## src/rtl/seg_pattern_tester.sv

```systemverilog
module seg_pattern_tester #(
  parameter int CLK_HZ       = 50_000_000,
  parameter int SCAN_DIV     = 50_000,
  parameter bit SEG_ACT_HIGH = 1'b1,
  parameter bit DIG_ACT_HIGH = 1'b1
) (
  input  logic       clk,
  input  logic       rst,
  output logic [5:0] dig_sel,
  output logic [6:0] seg
);
  localparam int DIGITS = 6;
  localparam int SECW = (CLK_HZ > 1) ? $clog2(CLK_HZ) : 1;
  localparam int SCW  = (SCAN_DIV > 1) ? $clog2(SCAN_DIV) : 1;
  localparam logic [SECW-1:0] SEC_LAST  = SECW'(CLK_HZ - 1);
  localparam logic [SCW-1:0]  SCAN_LAST = SCW'(SCAN_DIV - 1);
  localparam logic [2:0]      POS_LAST  = 3'(DIGITS - 1);
  localparam logic [3:0]      BLANK     = 4'hF;

  logic [SECW-1:0] sec_cnt;
  logic [SCW-1:0]  scan_cnt;
  logic [2:0]      pos;
  logic            pat;
  logic            sec_tick, scan_tick;
  logic [3:0]      code;
  logic [6:0]      seg_raw;

  assign sec_tick  = (sec_cnt == SEC_LAST);
  assign scan_tick = (scan_cnt == SCAN_LAST);

  always_ff @(posedge clk) begin
    if (rst) begin
      sec_cnt  <= '0;
      scan_cnt <= '0;
      pos      <= '0;
      pat      <= 1'b0;
    end else begin
      sec_cnt  <= sec_tick ? '0 : sec_cnt + 1'b1;
      pat      <= pat ^ sec_tick;
      scan_cnt <= scan_tick ? '0 : scan_cnt + 1'b1;
      if (scan_tick)
        pos <= (pos == POS_LAST) ? 3'd0 : pos + 3'd1;
    end
  end

  always_comb begin
    if (!pat)
      code = {1'b0, 3'd5 - pos};
    else if (pos < 3'd2)
      code = BLANK;
    else
      code = 4'd11 - {1'b0, pos};
  end

  always_comb begin
    case (code)
      4'd0:    seg_raw = 7'h3F;
      4'd1:    seg_raw = 7'h06;
      4'd2:    seg_raw = 7'h5B;
      4'd3:    seg_raw = 7'h4F;
      4'd4:    seg_raw = 7'h66;
      4'd5:    seg_raw = 7'h6D;
      4'd6:    seg_raw = 7'h7D;
      4'd7:    seg_raw = 7'h07;
      4'd8:    seg_raw = 7'h7F;
      4'd9:    seg_raw = 7'h6F;
      default: seg_raw = 7'h00;
    endcase
  end

  assign dig_sel = (6'b000001 << pos) ^ {6{~DIG_ACT_HIGH}};
  assign seg     = seg_raw ^ {7{~SEG_ACT_HIGH}};
endmodule

```

## config.mk

```make
export PLATFORM = sky130hd
export DESIGN_NAME = seg_pattern_tester
export DESIGN_NICKNAME = d
export VERILOG_FILES = /design/src/rtl/seg_pattern_tester.sv
export SDC_FILE = /design/constraint.sdc
export NUM_CORES = 1
export LEC_CHECK = 0
export BUFFER_PORTS_ARGS = -buffer_cell sky130_fd_sc_hd__buf_2
export CAP_MARGIN = 20
export CORE_MARGIN = 2
export CORE_UTILIZATION = 37
export CTS_CLUSTER_SIZE = 14
export DETAILED_ROUTE_END_ITERATION = 8
export PLACE_DENSITY = 0.57
export SLEW_MARGIN = 10
export SYNTH_ARGS = -nofsm -noshare
export SYNTH_HDL_FRONTEND = slang
export SYNTH_SLANG_ARGS = --single-unit
```

## constraint.sdc

```tcl
create_clock -name clk -period 3.1 [get_ports clk]
set_clock_uncertainty 0.1 [all_clocks]
set_input_delay 0.465 -clock clk [delete_from_list [all_inputs] [get_ports clk]]
set_output_delay 0.465 -clock clk [all_outputs]
set_load 0.01 [all_outputs]
```

Word level (Yosys, flattened, before mapping) --
Memory sizes are Yosys's and may differ from the RTL's. Cells that the tools add are included.
Storage, ports and cells: RAM bits 0, ROM bits 112, output and inout bits 13, logic and storage cells 21, register bits after elaboration 46, latch bits 0, memories kept 1
Cells by class: bitwise gates (word level) 1, $lt $le $gt $ge 1, eq/ne operators 3, add/sub/neg operators 5, mux-type cells 3, div/mod/pow operators 0, reductions and logical operators 2, shift operators 1, multipliers 0
Memories:
- (name not given) | depth 16, bits a word 7, read ports 1, clocked after Yosys merged registers in 0, wr ports 0, line 56 | case (code)
Operators with widths (number):
- adder 26 x 1 -> 26 bit, second input constant | 1
- equality test 26 bit, second input constant | 1
- adder 16 x 1 -> 16 bit, second input constant | 1
- equality test 16 bit, second input constant | 1
- two-way mux 4 bit | 2
- left shift 1 x 3 -> 6 bit, first input constant | 1
- OR reduction 2 bit | 2
- subtractor 4 x 3 -> 4 bit, first input constant | 1
- adder 3 x 1 -> 3 bit, second input constant | 1
- equality test 3 bit, second input constant | 1
- less-than comparator 3 x 2 -> 1 bit, second input constant | 1
- two-way mux 3 bit | 1
- subtractor 3 bit, first input constant | 1
- bitwise XOR 1 bit | 1

Logic depth before layout (Yosys ltp) --
Gate-level depths: netlist of the first run. An unclocked memory read counts as a cell.
depth after elaboration 4, mapped depth 10

Least setup slack after synthesis of the first run --
Ideal clock, no wire load.
path kind register to output, from register pos[2], to output seg[3], stages on the path, launching flop included 11, path slack 473 ps, data arrival time 2062 ps, cell sequence dfxtp_1 -> clkbuf_1 -> inv_1 -> ha_1 -> nand3b_1 -> o21ai_0 -> inv_1 -> ha_1 -> and2_1 -> nor2_1 -> o21ai_0
On the way: longest elaborated chain between the ends 4, elaborated cells between the ends (all ways) 6, those cells by class add/sub: 2; order compare: 1; mux: 2; memory: 1
RTL lines:
- start, declared | line 22 | logic [2:0] pos;
- start signal, assigned | line 42 | pos <= (pos == POS_LAST) ? 3'd0 : pos + 3'd1;
- subtractor 4 x 3 -> 4 bit / less-than comparator 3 x 2 -> 1 bit (equally long branches) | line 52, 49
- two-way mux 4 bit | line 49 | else if (pos < 3'd2)
- two-way mux 4 bit * | line 47 | if (!pat)
- memory read (16 x 7 bit) *
- end, declared | line 10 | output logic [6:0] seg
Mark *: on every way between the ends. The rest lies on a longest branch, timed or not.

Final worst setup path of the first run --
from register pos[1], to output seg[3]
The elaborated chain is that of the path after synthesis.

==> results.md, run 1 <==
* Status: finished with violations
* Failing checks: DRC
* Pwr Total at approximately 1 mW
* Async SR Flop Fraction at 0%
* Post-route ant nets at 0
* Kind of critical path: flop to primary output
* Final hold viol count at 0
* Die X at ~86 um
* FF+latch area at slightly above 900 um^2
* Root buf cell: clkbuf_8
* Highest clock rate at roughly 360 MHz
* Crit path buffers/inverters at 3
* Wirelength per Cell at 11.8 um
* Pins Over Slew Limit at 0
* Seq/Total Area, Yosys at 37.2%
* Cts hold-fix bufs at 0
* Crit path depth at 10
* Final instance area at roughly 0.0027 mm^2
* H-tree depth at 2
* Hold slack at between 0.3 and 0.4 ns
* Gr usage total at between 10% and 20%
* Syn_nets at 313
* Via density at 5.13
* DP HPWL at 3390 um
* Reg2reg path depth at 5
* Clock Sinks at 46
* Cell count after synthesis at 295
* Global routing's busiest layer: met2
* Ys Warns at 0
* Initial antenna violation count at 0
* Post-synth EDFFs at 0
* Worst-path clk slew at 0.09 ns
* Crit. End Element: primary output
* Placed cell count at 381
* Largest stage delay on the critical path at 0.40 ns
* Min-Delay Path Class: primary input to flop
* Slowest library cell on the worst path: dfxtp_2
* CTS tree: done
* WP data required at 2.53 ns
* RSZ-0062 raised after global routing: no
* Area fraction in compound gates after synthesis at a little over a tenth
* First-pass DRT Iterations at 9
* Ys flop type: dfxtp_1
* Vias post-DR at 1,997
* Routing usage on met2 at 20.2%
* First-pass GRT wire length at 8050 um
* Synth Area in Simple Gates at 30.2%
* Total grt overflow at 0
* Period utilisation layout at 89.7%
* Fraction of layout cells with a size suffix above 1 at 13.1%
* Library cells used by synthesis at 41
* # setup viols final at 0
* Met1 Usage GRT at 18.7%
* Routability cong. at 0.781
* GRT met3 Usage at under 10%
* #FFs+latches synth at 46
* Area grow syn2layout at 9.89%
* Post-Synth XOR/XNOR Area at approximately 8.8%
* Util after Layout at roughly 42%
* Max VDD drop at 0.181 mV
* Mapped Area at 0.00248 mm^2
* Maxcap violations at 0
* Die Ht at 85.8 um
* Worst-path maximum fanout at 7
* Avg Cell Area, Syn at 8.40 um^2
* Cell Rows at 29
* Port Buffers at 14
* CP Launch Type: flop
* Clock latency on the worst-skew pair at 0.29 ns
* CTS buffer count at 5
* Vias in the first global route at 1,710
* Placed inst area at approximately 0.0026 mm^2
* PD cells at 368 mW/mm^2
* TNS Setup at 0 ns
* Final wirelength at around 4600 um
* Layout net count at 329
* Slew HR at 54.0%
* Crit-path cells: inv_1 > ha_1 > nand3b_1 > o21ai_2 > inv_1 > ha_1 > and2_1 > nor2_1 > o21ai_0 > buf_2
* DR DRC count at 3
* Number of fill cells at about 670
* Ant. Diodes at 0
* Min Tclk post-route at 2.78 ns
* Fin cells at 389
* Clk buf depth at 2
* Hold Path Depth at 2
* Post-synthesis mux area share at approximately 1.6%
* Effective utilization at floorplan at between 30% and 40%
* Die area at 0.00737 mm^2
* 1st-iter DRT viols at 59
* DP Worst Slack at 0.403 ns
* Top Family by Delay on Critical Path: adder cells
* Ports at 15
* Largest net degree at the start of global routing at 17
* Least-Margin Pin Slew at slightly below 0.7 ns
* Adder and majority gate portion of the synthesized area at 8.08%
* Main combinational cell family by area after synthesis: simple AND/OR/NAND/NOR gates
* Leak at 0.903 nW
* Core Area at 0.00642 mm^2
* Multi-input gate area at 0.00147 mm^2
* Worst Slack Setup Final at 0.321 ns
* Arr. time, crit path at approximately 2.2 ns
==> power breakdown <==
group          internal (mW)  leakage (nW)  switching, mW  total (mW)
registers              0.597         0.372        0.00718       0.604
clock network          0.180        0.0482          0.194       0.374
logic                0.00930         0.483         0.0157      0.0250
total                  0.786         0.903          0.217        1.00
==> cell usage after synthesis, types with 2 or more instances <==
| library cell | n | area share [%] |
|---|---|---|
| xnor2_1 | 17 | 6.0 |
| nor2b_1 | 5 | 1.3 |
| nand4_1 | 13 | 3.3 |
| or3_2 | 2 | 0.61 |
| ha_1 | 16 | 8.1 |
| inv_1 | 13 | 2.0 |
| xor2_1 | 8 | 2.8 |
| clkbuf_1 | 2 | 0.30 |
| or2_2 | 5 | 1.3 |
| nor4_1 | 3 | 0.76 |
| or3_1 | 5 | 1.3 |
| mux2i_1 | 4 | 1.6 |
| or4b_2 | 2 | 0.81 |
| nand2_1 | 20 | 3.0 |
| o31ai_1 | 7 | 2.1 |
| dfxtp_1 | 46 | 37 |
| nand3_1 | 13 | 2.6 |
| nor2_1 | 40 | 6.1 |
| and2_1 | 3 | 0.76 |
| buf_2 | 5 | 1.0 |
| a21oi_1 | 17 | 3.4 |
| nor3_1 | 9 | 1.8 |
| or4_1 | 10 | 3.0 |
| o21ai_0 | 13 | 2.6 |
==> path summary, 6_finish.rpt <==
check,start,end,slack (ns)
min,rst,pat,0.33
max reg2reg,sec_cnt[0],sec_cnt[18],0.71
max,pos[1],seg[3],0.32
min reg2reg,scan_cnt[0],scan_cnt[0],0.38
==> cells by family after synthesis <==
group	after synthesis
XOR/XNOR	25
adder cells (fa/ha/maj)	16
AND/OR/NAND/NOR	139
multiplexers	4
AO/OA/AOI/OAI	44
buffers and inverters	21
flip-flops	46
==> final cells by class <==
| type | instances | area share, % |
|---|---|---|
| Clock buffer | 7 | 3.17 |
| Clock inverter | 1 | 0.184 |
| Inverter | 13 | 1.79 |
| Multi-Input combinational cell | 228 | 54.1 |
| Sequential cell | 46 | 33.9 |
| Tap cell | 77 | 3.54 |
| Timing Repair Buffer | 17 | 3.40 |
==> registers in the layout, summed over array words and instances (netlist names) <==
register	flops
pat	1
sec_cnt	26
pos	3
scan_cnt	16
==> what timing repair did <==
item,CTS,global route
setup buffers,0,0
setup endpoints to repair,0,6
gates resized for setup,0,3
==> metal layers <==
layer / wire length [um] / part of all wire (%)
met5: 0 / 0
met4: 32 / 0.70
met3: 184 / 4.0
met2: 1900 / 41
met1: 2480 / 54
==> layout by cell type (no fill, tap or decap), types with 2 or more instances in the layout <==
cell type  instances
dfxtp_1           45
nor2_1            40
nand2_1           20
a21oi_1           17
xnor2_1           17
ha_1              16
buf_2             14
inv_1             13
nand3_1           13
nand4_1           13
o21ai_0           12
or4_1             10
nor3_1             9
xor2_1             8
o31ai_1            7
clkbuf_8           6
nor2b_1            5
or2_2              5
or3_1              5
mux2i_1            4
and2_1             3
nor4_1             3
buf_4              3
or4b_2             2
or3_2              2
(Power assumes the default switching activity.)
==> run 2, diff against run 1 <==
- ABC_AREA: default -> 1
- RECOVER_POWER: default -> 100
==> results.md, run 2 <==
* Clk buf depth at 2 (unchanged)
* Port Buffers at 14 (unchanged)
* Area grow syn2layout at 7.58%
* CTS tree: done
* Die Ht at 90.6 um (+5.5%)
* Worst R2R Start: sec_cnt[0]
* Post-synth top cells: nand2_1, nor2_1, inv_1
* Max VDD drop at 0.214 mV (+18%)
* Vias in the first global route at 2,320 (+36%)
* Ys Warns at 0 (unchanged)
* Core Area at 0.00725 mm^2 (+13%)
* Mapped Area at 0.00277 mm^2 (+12%)
* Largest area contributor in the netlist: dfxtp_1
* Post-route ant nets at 0 (unchanged)
* Leak at 1.14 nW (+26%)
* DP HPWL at 4110 um (+21%)
* Worst-path clk slew at 0.09 ns (about the same)
* Main area contributors after synthesis: dfxtp_1, nand2_1, nor2_1
* Largest register FFs at 26 (unchanged)
* Crit. End Element: primary output
* Cell count after synthesis at 428 (+45%)
* Final instance area at 0.00298 mm^2 (+9.5%)
* Period utilisation layout at 92.8% (+3.1 points)
* Avg Cell Area, Syn at 6.48 um^2 (-23%)
* Biggest registers after layout: sec_cnt: 26 flops, scan_cnt: 16 flops, pos: 3 flops
* Sequential share of power at 60.4% (+0.2 points)
* Crit path buffers/inverters at 3 (unchanged)
* # setup viols final at 0 (unchanged)
* #FFs+latches synth at 46 (unchanged)
* First-pass GRT wire length at 10,200 um (+27%)
* Hold Crit Endpoint: pos[2]
* Largest register by flop count: sec_cnt
* Most frequent cell after synthesis: nand2_1
* Crit-path cells: inv_1 > ha_1 > nor2_1 > nand2_1 > o21ai_2 > inv_1 > ha_1 > or2_2 > nand2_1 > nand2_1 > nand2_1 > clkbuf_1
* Fraction of layout cells with a size suffix above 1 at 5.16% (-8.0 points)
* Most common cell after layout, fill and taps aside: nand2_1
* Ports at 15 (unchanged)
* CTS buffer count at 5 (unchanged)
* Number of fill cells at 794 (+19%)
* Final hold viol count at 0 (unchanged)
* Postcts setup bufs at 0 (unchanged)
* Switch share at 23.5% (+1.8 points)
* Largest net degree at the start of global routing at 26 (+9)
* H-tree depth at 2 (unchanged)
* Kind of critical path: flop to primary output
* Psw at 234 uW (+7.8%)
* Hold path startpoint: rst
* Util after Layout at 41.1% (-1.3 points)
* Int Pwr at 763 uW (-3.0%)
* Pwr Total at 997 uW (-0.67%)
* Routability cong. at 0.855 (+9.6%)
* Min-Delay Path Class: primary input to flop
* Clock latency on the worst-skew pair at 0.29 ns (about the same)
* Arr. time, crit path at 2.31 ns (+0.10 ns)
* Top Family by Delay on Critical Path: simple AND/OR/NAND/NOR gates
* Pins Over Slew Limit at 0 (unchanged)
* Root buf cell: clkbuf_8
* Min Tclk post-route at 2.88 ns (+0.0960 ns)
* First-pass DRT Iterations at 4 (-5)
* Hold Path Depth at 2 (unchanged)
* Wirelength per Cell at 9.95 um (-16%)
* Most frequent CP cell: nand2_1
* Syn_nets at 446 (+42%)
* Reg2reg path depth at 8 (+3)
* Status: complete, no violations
* Part of the power in combinational logic at 2.3% (-0.2 points)
* R2R Path End: sec_cnt[18]
* Vias post-DR at 2,439 (+22%)
* R2r setup slk at 0.86 ns (+0.15 ns)
* Effective utilization at floorplan at 38.2% (-0.37 points)
* Via density at 4.48 (-13%)
* CP Launch Type: flop
* Least-Margin Pin Slew at 0.872 ns (+0.189 ns)
* Cell Rows at 31 (+6.9%)
* Seq/Total Area, Yosys at 33.2% (-3.9 points)
* PD cells at 334 mW/mm^2 (-9.3%)
* 1st-iter DRT viols at 127 (+120%)
* TNS Setup at 0 ns (unchanged)
* RSZ-0062 raised after global routing: no
* Library cells used by synthesis at 25 (-39%)
* Gr usage total at 14.7% (+1.4 points)
* Ys flop type: dfxtp_1
* Initial antenna violation count at 0 (unchanged)
* Synth top area share at 33.2% (-3.9 points)
* Crit path depth at 12 (+2)
* Slew HR at 41.7% (-12 points)
* Final wirelength at 5420 um (+18%)
* Slowest library cell on the worst path: dfxtp_1
* Placed inst area at 0.00293 mm^2 (+11%)
* Post-synth EDFFs at 0 (unchanged)
* Die X at 90.6 um (+5.5%)
* Maxcap violations at 0 (unchanged)
* WP data required at 2.53 ns (about the same)
* Worst-path maximum fanout at 6 (-1)
* Highest clock rate at 348 MHz (-3.3%)
* Die area at 0.00820 mm^2 (+11%)
* DR DRC count at 0 (-3)
* Most frequent cells in the layout: nand2_1, nor2_1, inv_1, dfxtp_1, nand3_1
* Clock Sinks at 46 (unchanged)
* Clk pwr share at 37.3% (about the same)
* Layout net count at 463 (+41%)
* Ant. Diodes at 0 (unchanged)
* Largest stage delay on the critical path at 0.44 ns (+0.04 ns)
* Total grt overflow at 0 (unchanged)
* Async SR Flop Fraction at 0% (unchanged)
==> run 2: changes by cell type after synthesis, sizes merged, moves of 5 or more <==
cell	delta
inv	+44
nand2	+104
nand3	+18
nand4	-10
nor2	+50
nor2b	-5
o21ai	-5
o31ai	-7
or3	-7
or4	-11
xnor2	-9
==> run 2: layer usage <==
layer | GRT usage (%) | up-vias | part of all wire (%)
li1 | - | 1350 | -
met2 | 24.8 | 34 | 44
met3 | 2.34 | 4 | 3.3
met4 | 4.23 | 0 | 0.85
met5 | 0 | - | 0
met1 | 19.4 | 1051 | 51
==> run 2: layout make-up <==
class                      count  area (um^2)  area share, %
tap                           99          124           4.15
inverter                      57          214           7.17
clock inverter                 3         21.3          0.713
timing repair buffer          14         56.3           1.89
sequential                    46          922           30.9
multi-input combinational    321         1580           52.9
clock buffer                   5         68.8           2.31
==> run 2: worst max-delay path by stage <==
stage	slack (ns)	end	start
2_1_floorplan	0.56	seg[6]	pos[2]
3_3_place_gp	0.46	seg[6]	pos[2]
3_5_place_dp	0.37	seg[6]	pos[2]
4_1_cts	0.03	seg[6]	pos[2]
5_1_grt	0.002	seg[5]	pos[1]
6_report	0.22	seg[5]	pos[1]
==> run 2: logic make-up after synthesis <==
group,Yosys count,synth area share [%]
adder cells (fa/ha/maj),16,7.22
AND/OR/NAND/NOR,260,39.9
AO/OA/AOI/OAI,28,5.24
buffers and inverters,61,9.07
XOR/XNOR,17,5.37
flip-flops,46,33.2
==> run 2: power by group through the flow <==
stage	Sequential (mW)	Clock, mW	Combinational, mW
floorplan	0.615	0	0.0231
global route	0.603	0.422	0.0284
CTS	0.602	0.392	0.0253
detailed placement	0.616	0	0.0255
global placement	0.616	0	0.0246
finish	0.602	0.372	0.0229
==> run 2: timing repair <==
action / CTS / global route
hold buffers: 0 / 0
gates resized for setup: 0 / 3
setup endpoints to repair: 0 / 4
==> run 2: metrics by stage <==
step	hold slack [ns]	setup slack, ns	cells
CTS	0.260	0.0308	545
finish	0.258	0.225	545
floorplan	0.317	0.560	428
detailed placement	0.342	0.372	537
global placement	0.334	0.461	537
global route	0.265	0.00193	545
